<file path="src/rtl/lpm_pkg.sv">
package lpm_pkg;

  typedef enum logic [2:0] {
    M_RUN      = 3'd0,
    M_LPRUN    = 3'd1,
    M_SLEEP    = 3'd2,
    M_LPSLEEP  = 3'd3,
    M_STOP0    = 3'd4,
    M_STOP1    = 3'd5,
    M_STANDBY  = 3'd6,
    M_SHUTDOWN = 3'd7
  } mode_e;

  // low codes mirror mode_e; S_WRST is the post-wakeup reset phase
  typedef enum logic [3:0] {
    S_RUN      = 4'd0,
    S_LPRUN    = 4'd1,
    S_SLEEP    = 4'd2,
    S_LPSLEEP  = 4'd3,
    S_STOP0    = 4'd4,
    S_STOP1    = 4'd5,
    S_STANDBY  = 4'd6,
    S_SHUTDOWN = 4'd7,
    S_WRST     = 4'd8
  } state_e;

  typedef enum logic {
    CLK_RC_DIV = 1'b0,
    CLK_RC16   = 1'b1
  } clk_src_e;

  typedef struct packed {
    logic cpu_clk;
    logic core_clk;
    logic hs_osc;
    logic lsi;
    logic main_reg;
    logic lp_reg;
    logic core_pwr;
    logic sram_on;
    logic vmon;
    logic core_rst;
  } pwr_ctl_t;

endpackage

</file>
<file path="src/rtl/lpm_req_check.sv">
module lpm_req_check
  import lpm_pkg::*;
#(
  parameter int DIV_W  = 3,
  parameter int LP_DIV = 4
) (
  input  state_e             cur_i,
  input  mode_e              sel_i,
  input  logic [DIV_W-1:0]   div_i,
  output logic               accept_o,
  output logic               reject_o,
  output state_e             nxt_o
);

  localparam logic [DIV_W-1:0] LP_DIV_V = DIV_W'(LP_DIV);

  logic slow_clk;
  assign slow_clk = (div_i >= LP_DIV_V);

  always_comb begin
    accept_o = 1'b0;
    reject_o = 1'b0;
    nxt_o    = cur_i;
    unique case (sel_i)
      M_RUN: begin
        if (cur_i == S_LPRUN) begin
          accept_o = 1'b1;
          nxt_o    = S_RUN;
        end
      end
      M_LPRUN: begin
        if (cur_i == S_RUN) begin
          if (slow_clk) begin
            accept_o = 1'b1;
            nxt_o    = S_LPRUN;
          end else begin
            reject_o = 1'b1;
          end
        end
      end
      M_SLEEP: begin
        if (cur_i == S_RUN) begin
          accept_o = 1'b1;
          nxt_o    = S_SLEEP;
        end else begin
          reject_o = 1'b1;
        end
      end
      M_LPSLEEP: begin
        if (cur_i == S_LPRUN) begin
          accept_o = 1'b1;
          nxt_o    = S_LPSLEEP;
        end else begin
          reject_o = 1'b1;
        end
      end
      M_STOP0, M_STOP1: begin
        // wake target low-power run needs the slow clock already set
        if (cur_i == S_LPRUN && !slow_clk) begin
          reject_o = 1'b1;
        end else begin
          accept_o = 1'b1;
          nxt_o    = state_e'({1'b0, sel_i});
        end
      end
      default: begin
        accept_o = 1'b1;
        nxt_o    = state_e'({1'b0, sel_i});
      end
    endcase
  end

endmodule

</file>
<file path="src/rtl/lpm_rst_timer.sv">
module lpm_rst_timer #(
  parameter int RST_CYC = 8
) (
  input  logic clk_i,
  input  logic rst_ni,
  input  logic start_i,
  output logic done_o
);

  localparam int CNT_W = $clog2(RST_CYC + 1);
  localparam logic [CNT_W-1:0] LOAD_V = CNT_W'(RST_CYC - 1);

  logic [CNT_W-1:0] cnt_q;
  logic             busy_q;

  always_ff @(posedge clk_i or negedge rst_ni) begin
    if (!rst_ni) begin
      cnt_q  <= '0;
      busy_q <= 1'b0;
    end else if (start_i) begin
      cnt_q  <= LOAD_V;
      busy_q <= 1'b1;
    end else if (busy_q) begin
      if (cnt_q == '0) busy_q <= 1'b0;
      else             cnt_q  <= cnt_q - 1'b1;
    end
  end

  assign done_o = busy_q && (cnt_q == '0);

endmodule

</file>
<file path="src/rtl/lpm_pwr_decode.sv">
module lpm_pwr_decode
  import lpm_pkg::*;
(
  input  state_e   state_i,
  input  logic     keep_i,
  output pwr_ctl_t ctl_o
);

  always_comb begin
    ctl_o = '{cpu_clk: 1'b1, core_clk: 1'b1, hs_osc: 1'b1, lsi: 1'b1,
              main_reg: 1'b1, lp_reg: 1'b0, core_pwr: 1'b1, sram_on: 1'b1,
              vmon: 1'b1, core_rst: 1'b0};
    unique case (state_i)
      S_RUN: ;
      S_LPRUN: begin
        ctl_o.main_reg = 1'b0;
        ctl_o.lp_reg   = 1'b1;
      end
      S_SLEEP: begin
        ctl_o.cpu_clk = 1'b0;
      end
      S_LPSLEEP: begin
        ctl_o.cpu_clk  = 1'b0;
        ctl_o.main_reg = 1'b0;
        ctl_o.lp_reg   = 1'b1;
      end
      S_STOP0: begin
        ctl_o.cpu_clk  = 1'b0;
        ctl_o.core_clk = 1'b0;
        ctl_o.hs_osc   = 1'b0;
      end
      S_STOP1: begin
        ctl_o.cpu_clk  = 1'b0;
        ctl_o.core_clk = 1'b0;
        ctl_o.hs_osc   = 1'b0;
        ctl_o.main_reg = 1'b0;
        ctl_o.lp_reg   = 1'b1;
      end
      S_STANDBY: begin
        ctl_o.cpu_clk  = 1'b0;
        ctl_o.core_clk = 1'b0;
        ctl_o.hs_osc   = 1'b0;
        ctl_o.main_reg = 1'b0;
        ctl_o.lp_reg   = keep_i;
        ctl_o.core_pwr = 1'b0;
        ctl_o.sram_on  = keep_i;
      end
      S_SHUTDOWN: begin
        ctl_o.cpu_clk  = 1'b0;
        ctl_o.core_clk = 1'b0;
        ctl_o.hs_osc   = 1'b0;
        ctl_o.lsi      = 1'b0;
        ctl_o.main_reg = 1'b0;
        ctl_o.core_pwr = 1'b0;
        ctl_o.sram_on  = 1'b0;
        ctl_o.vmon     = 1'b0;
      end
      S_WRST: begin
        ctl_o.cpu_clk  = 1'b0;
        ctl_o.core_clk = 1'b0;
        ctl_o.core_rst = 1'b1;
      end
      default: ;
    endcase
  end

endmodule

</file>
<file path="src/rtl/lpm_seq.sv">
module lpm_seq
  import lpm_pkg::*;
#(
  parameter int DIV_W   = 3,
  parameter int LP_DIV  = 4,
  parameter int WAKE_W  = 4,
  parameter int RST_CYC = 8
) (
  input  logic              clk_i,
  input  logic              rst_ni,
  input  logic [2:0]        mode_sel_i,
  input  logic              sram_keep_i,
  input  logic [DIV_W-1:0]  clk_div_i,
  input  logic              wfi_i,
  input  logic [WAKE_W-1:0] wake_i,
  output logic [2:0]        mode_o,
  output logic              err_o,
  output logic              cpu_clk_en_o,
  output logic              core_clk_en_o,
  output logic              hs_osc_en_o,
  output logic              lsi_en_o,
  output logic              main_reg_en_o,
  output logic              lp_reg_en_o,
  output logic              core_pwr_en_o,
  output logic              sram_on_o,
  output logic              vmon_en_o,
  output logic              clk_src_o,
  output logic              core_rst_o
);

  state_e   state_q, state_d;
  logic     ret_lp_q, ret_lp_d;
  logic     keep_q, keep_d;
  clk_src_e src_q, src_d;
  logic     err_q, err_d;
  logic     tmr_start, tmr_done;
  logic     req_acc, req_rej;
  state_e   req_nxt;
  logic     wake_any;
  pwr_ctl_t ctl;

  assign wake_any = |wake_i;

  lpm_req_check #(.DIV_W(DIV_W), .LP_DIV(LP_DIV)) u_req (
    .cur_i    (state_q),
    .sel_i    (mode_e'(mode_sel_i)),
    .div_i    (clk_div_i),
    .accept_o (req_acc),
    .reject_o (req_rej),
    .nxt_o    (req_nxt)
  );

  lpm_rst_timer #(.RST_CYC(RST_CYC)) u_tmr (
    .clk_i   (clk_i),
    .rst_ni  (rst_ni),
    .start_i (tmr_start),
    .done_o  (tmr_done)
  );

  always_comb begin
    state_d   = state_q;
    ret_lp_d  = ret_lp_q;
    keep_d    = keep_q;
    src_d     = src_q;
    err_d     = 1'b0;
    tmr_start = 1'b0;
    unique case (state_q)
      S_RUN, S_LPRUN: begin
        if (wfi_i) begin
          if (req_rej) begin
            err_d = 1'b1;
          end else if (req_acc) begin
            state_d = req_nxt;
            if (req_nxt == S_STOP0 || req_nxt == S_STOP1)
              ret_lp_d = (state_q == S_LPRUN);
            if (req_nxt == S_STANDBY)
              keep_d = sram_keep_i;
          end
        end
      end
      S_SLEEP:   if (wake_any) state_d = S_RUN;
      S_LPSLEEP: if (wake_any) state_d = S_LPRUN;
      S_STOP0, S_STOP1: begin
        if (wake_any) begin
          state_d = ret_lp_q ? S_LPRUN : S_RUN;
          src_d   = CLK_RC_DIV;
        end
      end
      S_STANDBY, S_SHUTDOWN: begin
        if (wake_any) begin
          state_d   = S_WRST;
          tmr_start = 1'b1;
          src_d     = CLK_RC16;
        end
      end
      S_WRST:  if (tmr_done) state_d = S_RUN;
      default: state_d = S_RUN;
    endcase
  end

  always_ff @(posedge clk_i or negedge rst_ni) begin
    if (!rst_ni) begin
      state_q  <= S_RUN;
      ret_lp_q <= 1'b0;
      keep_q   <= 1'b0;
      src_q    <= CLK_RC_DIV;
      err_q    <= 1'b0;
    end else begin
      state_q  <= state_d;
      ret_lp_q <= ret_lp_d;
      keep_q   <= keep_d;
      src_q    <= src_d;
      err_q    <= err_d;
    end
  end

  lpm_pwr_decode u_dec (
    .state_i (state_q),
    .keep_i  (keep_q),
    .ctl_o   (ctl)
  );

  assign mode_o        = (state_q == S_WRST) ? 3'(M_RUN) : state_q[2:0];
  assign err_o         = err_q;
  assign clk_src_o     = src_q;
  assign cpu_clk_en_o  = ctl.cpu_clk;
  assign core_clk_en_o = ctl.core_clk;
  assign hs_osc_en_o   = ctl.hs_osc;
  assign lsi_en_o      = ctl.lsi;
  assign main_reg_en_o = ctl.main_reg;
  assign lp_reg_en_o   = ctl.lp_reg;
  assign core_pwr_en_o = ctl.core_pwr;
  assign sram_on_o     = ctl.sram_on;
  assign vmon_en_o     = ctl.vmon;
  assign core_rst_o    = ctl.core_rst;

endmodule

</file>
<file path="config.mk">
export PLATFORM = sky130hd
export DESIGN_NAME = lpm_seq
export DESIGN_NICKNAME = d
export VERILOG_FILES = /design/src/rtl/lpm_pkg.sv /design/src/rtl/lpm_req_check.sv /design/src/rtl/lpm_rst_timer.sv /design/src/rtl/lpm_pwr_decode.sv /design/src/rtl/lpm_seq.sv
export SDC_FILE = /design/constraint.sdc
export NUM_CORES = 1
export LEC_CHECK = 0
export ABC_AREA = 1
export BUFFER_PORTS_ARGS = -buffer_cell sky130_fd_sc_hd__buf_4
export CELL_PAD_IN_SITES_DETAIL_PLACEMENT = 0
export CELL_PAD_IN_SITES_GLOBAL_PLACEMENT = 1
export CORE_MARGIN = 5
export CORE_UTILIZATION = 31
export CTS_CLUSTER_DIAMETER = 100
export DETAILED_ROUTE_END_ITERATION = 10
export GPL_ROUTABILITY_DRIVEN = 1
export PLACE_DENSITY_LB_ADDON = 0.1
export SLEW_MARGIN = 20
export SYNTH_ARGS = -nofsm -noshare
export SYNTH_HDL_FRONTEND = slang
export SYNTH_SLANG_ARGS = --single-unit
</file>
<file path="constraint.sdc">
create_clock -name clk_i -period 1.9 [get_ports clk_i]
set_clock_uncertainty 0.05 [all_clocks]
set_input_delay 0.19 -clock clk_i [delete_from_list [all_inputs] [get_ports clk_i]]
set_output_delay 0.19 -clock clk_i [all_outputs]
set_load 0.005 [all_outputs]
</file>
==> flow_metrics.env, run 1 <==
export IMPL_clockBufferDepth=2
export IMPL_status="finished clean"
export IMPL_grt_pass1_wl_um=4181
export IMPL_grtUsageMet3_pct=3.541
export IMPL_worst_setup_path_start_kind="flop"
export IMPL_grt_pass1_vias=922
export IMPL_die_area_um2=4466
export IMPL_cp_startpoint="state_q[1]"
export IMPL_hold_violations=0
export IMPL_layout_nets=187
export IMPL_rsz0062_at_grt="no"
export IMPL_multiInputGateArea_um2=544.3
export IMPL_dr_pass1_iters=4
export IMPL_setup_violations=0
export IMPL_tightest_slew_ns=0.3274
export IMPL_regToRegSetupSlack_ns=0.29
export IMPL_path_buf_inv=2
export IMPL_post_route_period_util_pct=88.93
export IMPL_final_area_um2=1262
export IMPL_cts_tree="yes"
export IMPL_drt_iter0_drc=62
export IMPL_worst_setup_hold_path_clk_slew_ns=0.07
export IMPL_syn_nets=160
export IMPL_ys_ff_latch=13
export IMPL_ys_seq_area_share_pct=32.50
export IMPL_post_cts_buffers=0
export IMPL_grtUsageMet1_pct=16.98
export IMPL_synth_cell_type_count=30
export IMPL_synth_top_family_by_area="simple AND/OR/NAND/NOR gates"
export IMPL_synth_area_leaders="dfrtp_1 (33%), nand2_1 (14%), nand3_1 (7.5%)"
export IMPL_crit_end="lp_reg_en_o"
export IMPL_max_freq_ghz=0.5919
export IMPL_overflow=0
export IMPL_reg2reg_depth=8
export IMPL_synth_area_um2=1001
export IMPL_muxShareOfSynthArea_pct=0
export IMPL_synth_cells=145
export IMPL_p_leak_nw=0.6389
export IMPL_synthAdderAreaFrac_pct=1.250
export IMPL_grt_busiest_layer="met2"
export IMPL_clock_sinks=13
export IMPL_drive_above_1_share_pct=30.99
export IMPL_regToRegEndpoint="ret_lp_q"
export IMPL_ir_worst_vdd_v=0.0003620
export IMPL_relSlewSlack_pct=78.18
export IMPL_drc=0
export IMPL_grt_total_usage_pct=12.08
export IMPL_syn2layout_area_growth_pct=26.12
export IMPL_crit_top_cell="buf_4"
export IMPL_cp_num_cells=4
export IMPL_worstSetupPathType="reg -> out"
export IMPL_die_w_um=66.83
export IMPL_finalSetupTns_ns=0
export IMPL_diodes=0
export IMPL_reg2reg_from="state_q[0]"
export IMPL_dpl_hpwl_um=2032
export IMPL_synth_compound_area_share_pct=11.00
export IMPL_gp_congestion=0.8078
export IMPL_ios=29
export IMPL_synth_xor_area_share_pct=0
export IMPL_rows=20
export IMPL_core_area_um2=3078
export IMPL_clk_latency_ns=0.27
export IMPL_required_ns=1.66
export IMPL_slew_viol_final=0
export IMPL_hold_ws_ns=0.1051
export IMPL_cts_made_buffers=3
export IMPL_synth_top_cell_area_share_pct=32.50
export IMPL_postRouteWirelength_um=2447
export IMPL_critical_path_arrival_ns=1.45
export IMPL_drv_cap=0
export IMPL_grt_util_met2_pct=19.06
export IMPL_hold_path_class="in -> reg"
export IMPL_synth_simple_area_share_pct=42.12
export IMPL_initial_core_util_pct=32.52
export IMPL_numPortBuffers=26
export IMPL_vias=977
export IMPL_htree_levels=1
export IMPL_seqCellArea_um2=325.3
export IMPL_cp_slowest_stage_delay_ns=0.45
export IMPL_endpoint_kind="output port"
export IMPL_cts_root_buf="clkbuf_4"
export IMPL_n_fill_cell=350
export IMPL_final_antenna_net_count=0
export IMPL_avgSynthCellArea_um2=6.903
export IMPL_wl_per_cell_um=11.38
export IMPL_yosys_warnings=0
export IMPL_crit_slowest_cell="dfrtp_1"
export IMPL_synth_top_cell_by_area="dfrtp_1"
export IMPL_antenna_found_initial=0
export IMPL_path_cells="buf_4, a211oi_1, o21bai_1, buf_4"
export IMPL_via_per_inst=4.544
export IMPL_placed_area_um2=1226
export IMPL_fp_dieH_um=66.83
export IMPL_cp_max_fo=7
export IMPL_grt_max_degree=14
export IMPL_power_density_nw_per_um2=1353
export IMPL_critPathTopFamily="flip-flops"
export IMPL_period_needed_ns=1.690
## synthesized netlist by cell type, drive strengths merged
library cell / instances
clkbuf: 3
buf: 4
o211ai: 2
o21bai: 1
a211oi: 1
a21oi: 3
nor3: 4
nand3: 17
nand2: 41
inv: 20
a21boi: 1
ha: 1
nor2: 21
clkinv: 1
nor4: 1
a32oi: 1
o21ai: 9
dfrtp: 13
nand4: 1
## layer usage
metal  vias to the layer above  wire length (µm)
met5                         -                 0
met1                       430              1229
met3                         0               183
li1                        521                 -
met2                        26              1035
met4                         0                 0
## cell families after synthesis
group / count (synthesis)
AOI/OAI and AO/OA: 18
adders and majority gates: 1
buffers and inverters: 28
and+or+nand+nor: 85
DFF: 13
## timing repair
action,CTS,global route
hold buffers,1,0
hold endpoints to repair,13,0
resized for setup,0,0
## worst min-delay path by stage
stage | startpoint | endpoint | slack [ns] | cells past startpoint
finish | sram_keep_i | keep_q | 0.11 | 3
global route | sram_keep_i | keep_q | 0.09 | 3
CTS | sram_keep_i | keep_q | 0.10 | 3
detailed placement | rst_ni | clk_src_o | -0.004 | 1
global placement | rst_ni | u_tmr.cnt_q[3] | -0.004 | 1
floorplan | rst_ni | clk_src_o | -0.16 | 0
## tightest hold or removal path: cells and delay by family
family                 cells  cell delay, ns
AO/OA/AOI/OAI              1            0.06
buffers and inverters      2            0.15
## state kept, by name, indices dropped and copies added (netlist names)
signal	count
u_tmr.cnt_q	4
ret_lp_q	1
u_tmr.busy_q	1
keep_q	1
err_o	1
state_q	4
clk_src_o	1
## report_power, final
part | internal, W | switching [W] | leakage (nW)
sequential | 0.000391 | 0.000113 | 0.167
combinational | 0.000430 | 0.000610 | 0.457
clock | 0.0000813 | 0.0000837 | 0.0150
total | 0.000902 | 0.000807 | 0.639
## stage by stage
stage	worst slack, ns	total power, W	utilization (%)	std cells
final	0.2104	0.001708	41.02	215
after global routing	0.07167	0.001909	41.02	215
after CTS	0.1975	0.001731	41.02	215
after detailed placement	0.3064	0.001555	39.84	210
after global placement	0.2579	0.001551	39.84	210
after floorplan	0.4588	0.001225	-	145
## cell type report
type                    count  share of cell area [%]
multi-input cells         104                   43.11
flip-flops and latches     13                   25.77
repair buffers             29                   17.44
inverters                  21                   7.235
well taps                  44                   4.361
clock buffers               4                   2.081
## cell usage in the layout, fill, tap and decap left out
cell / instances
clkbuf_4: 3
nand2_1: 37
nor2_4: 3
a211oi_1: 1
nand3_2: 2
dfrtp_1: 13
clkinv_8: 1
nor2_1: 15
o21ai_2: 1
ha_1: 1
inv_1: 13
nand2_4: 2
a32oi_1: 1
nand2_2: 2
o21ai_0: 3
dlygate4sd3_1: 1
buf_4: 28
a21oi_1: 3
nor2_2: 3
clkbuf_1: 1
o211ai_1: 2
nor4_1: 1
a21boi_1: 1
nand3_1: 15
nor3_4: 1
inv_2: 7
o21bai_1: 1
nand4_1: 1
nor3_1: 3
o21ai_1: 5
Note: power is estimated with default switching activity, not from simulation.
==> inputs of run 2 (changes only) <==
ABC_AREA = default   (was 1)
==> run 2 against run 1 <==
  * Clock power about the same
  * Via count fell by 5.5%
  * Design area is 6.0% higher
  * Register-to-register slack lost 0.20 ns
  * Die area fell by 1.3%
  * Highest routed layer is now met4
  * Hold slack got worse by 0.015 ns
==> flow_metrics.env, run 2 <==
export IMPL_status="finished clean"
export IMPL_clock_sinks=13
export IMPL_cts_tree="yes"
export IMPL_diodes=0
export IMPL_initial_core_util_pct=32.30
export IMPL_vias=923
export IMPL_die_area_um2=4408
export IMPL_finish_utilization_pct=43.85
export IMPL_placedCellCount=190
export IMPL_relSlewSlack_pct=72.69
export IMPL_power_density_nw_per_um2=1009
export IMPL_drv_cap=0
export IMPL_setup_violations=0
export IMPL_dr_pass1_iters=6
export IMPL_wl_per_cell_um=12.32
export IMPL_clk_latency_ns=0.27
export IMPL_yosys_warnings=0
export IMPL_overflow=0
export IMPL_regToRegSetupSlack_ns=0.09
export IMPL_cp_startpoint="state_q[2]"
export IMPL_synth_edf_count=0
export IMPL_gp_congestion=0.7729
export IMPL_core_area_um2=3053
export IMPL_grt_total_usage_pct=12.24
export IMPL_slew_viol_final=0
export IMPL_drc=0
export IMPL_async_flop_share_pct=100.0
export IMPL_drt_iter0_drc=67
export IMPL_instances_no_fill=198
export IMPL_numPortBuffers=26
export IMPL_top_regs="state_q (4), u_tmr.cnt_q (4)"
export IMPL_reg2reg_from="state_q[2]"
export IMPL_synthTopCellsByCount="nand2_1 (19), dfrtp_1 (13), a21oi_1 (9)"
export IMPL_layout_common_cells="buf_4 (40), nand2_1 (19), dfrtp_1 (12), a21oi_1 (9), inv_1 (8)"
export IMPL_via_per_inst=4.662
export IMPL_ys_seq_area_share_pct=32.99
export IMPL_grt_pass1_vias=971
export IMPL_synth_area_leaders="dfrtp_1 (33%), nand2_1 (7.2%), a21oi_1 (4.6%)"
export IMPL_ys_ff_latch=13
export IMPL_cts_root_buf="clkbuf_4"
export IMPL_worstHoldStart="sram_keep_i"
export IMPL_rows=20
export IMPL_post_route_period_util_pct=95.44
export IMPL_synth_cells=117
export IMPL_postRouteWirelength_um=2439
export IMPL_htree_levels=1
export IMPL_worstSetupPathType="reg -> reg"
export IMPL_synth_top_cell_area_share_pct=32.99
export IMPL_worst_setup_hold_path_clk_slew_ns=0.08
export IMPL_syn2layout_area_growth_pct=35.79
export IMPL_drive_above_1_share_pct=37.01
export IMPL_antenna_found_initial=0
export IMPL_final_antenna_net_count=0
export IMPL_max_freq_ghz=0.5515
export IMPL_pre_cts_ws_ns=0.08718
export IMPL_hold_violations=0
export IMPL_cp_max_fo=7
export IMPL_p_leak_nw=0.6333
export IMPL_synth_cell_type_count=34
export IMPL_required_ns=2.03
export IMPL_n_fill_cell=322
export IMPL_die_w_um=66.40
export IMPL_dpl_hpwl_um=2039
export IMPL_fp_dieH_um=66.40
export IMPL_clockBufferDepth=2
export IMPL_setup_ws_ns=0.08671
export IMPL_synth_flop_cell="dfrtp_1"
export IMPL_critical_path_arrival_ns=1.94
export IMPL_worst_setup_path_start_kind="flop"
export IMPL_hold_path_class="in -> reg"
export IMPL_layout_nets=170
export IMPL_endpoint_kind="flop"
export IMPL_cts_made_buffers=3
export IMPL_grt_pass1_wl_um=4243
export IMPL_ir_worst_vdd_v=0.0005758
export IMPL_grt_max_degree=14
export IMPL_synth_top_cell_by_area="dfrtp_1"
export IMPL_synth_area_um2=985.9
export IMPL_avgSynthCellArea_um2=8.427
export IMPL_period_needed_ns=1.813
export IMPL_syn_nets=132
export IMPL_synth_most_common_cell="nand2_1"
export IMPL_ios=29
export IMPL_final_common_cell="buf_4"
export IMPL_tightest_slew_ns=0.4062
run 2: worst paths after layout:
path / to / cells after the start
max in group asynchronous: state_q[2] / 2
max: state_q[0] / 7
max reg2reg: state_q[0] / 7
min in group asynchronous: clk_src_o / 2
min reg2reg: keep_q / 1
min: keep_q / 2
run 2: critical path, cell delays in order (launching register included):
cell     delay, ns
dfrtp_2       0.44
buf_6         0.15
or2_4         0.24
nor3_4        0.18
buf_4         0.14
o31ai_1       0.08
and4b_1       0.19
nor4_2        0.24
run 2: logic make-up after synthesis:
family / after synthesis / synth area share (%)
fa+ha+maj: 1 / 1.269
mux: 3 / 3.173
compound gates: 27 / 17.64
flops: 13 / 32.99
buf+inv: 19 / 10.79
xor+xnor: 2 / 1.777
simple gates: 52 / 32.36
run 2: layout make-up:
cell class	instances	area, µm²	area share, %
Clock buffer	4	26.28	1.963
Inverter	8	30.03	2.243
Multi-Input combinational cell	85	556.8	41.59
Sequential cell	13	326.6	24.39
Tap cell	44	55.05	4.112
Timing Repair Buffer	44	344.1	25.70
run 2: routing by layer:
metal | track usage, % | share of wire [%] | up-vias | wire (µm)
met5 | 0 | 0 | - | 0
met4 | 3.807 | 0.49 | 0 | 12
met3 | 1.190 | 2.4 | 2 | 59
met2 | 21.31 | 51 | 11 | 1249
met1 | 15.75 | 46 | 428 | 1118
li1 | - | - | 482 | -
run 2: per-stage QoR:
step / hold slack (ns) / power [W] / TNS [ns] / instance area, µm²
after global routing: 0.09264 / 0.001482 / -0.006349 / 1339
after detailed placement: -0.002998 / 0.001180 / 0 / 1265
final: 0.09053 / 0.001351 / 0 / 1339
after global placement: -0.003324 / 0.001165 / 0 / 1265
after CTS: 0.08918 / 0.001354 / 0 / 1301
after floorplan: -0.1556 / 0.0009240 / 0 / 985.9
run 2: timing repair:
action / CTS / global route
buffers inserted: 0 / 3
endpoints found under the setup margin: 0 / 5
gates resized for setup: 0 / 5
hold buffers: 1 / 0
hold endpoints to repair: 13 / 0
run 2: report_power, final:
part	switching, W	total [W]	internal (W)
Clock	0.0000843	0.000166	0.0000813
Sequential	0.0000951	0.000472	0.000377
Combinational	0.000333	0.000714	0.000381
Total	0.000513	0.00135	0.000838
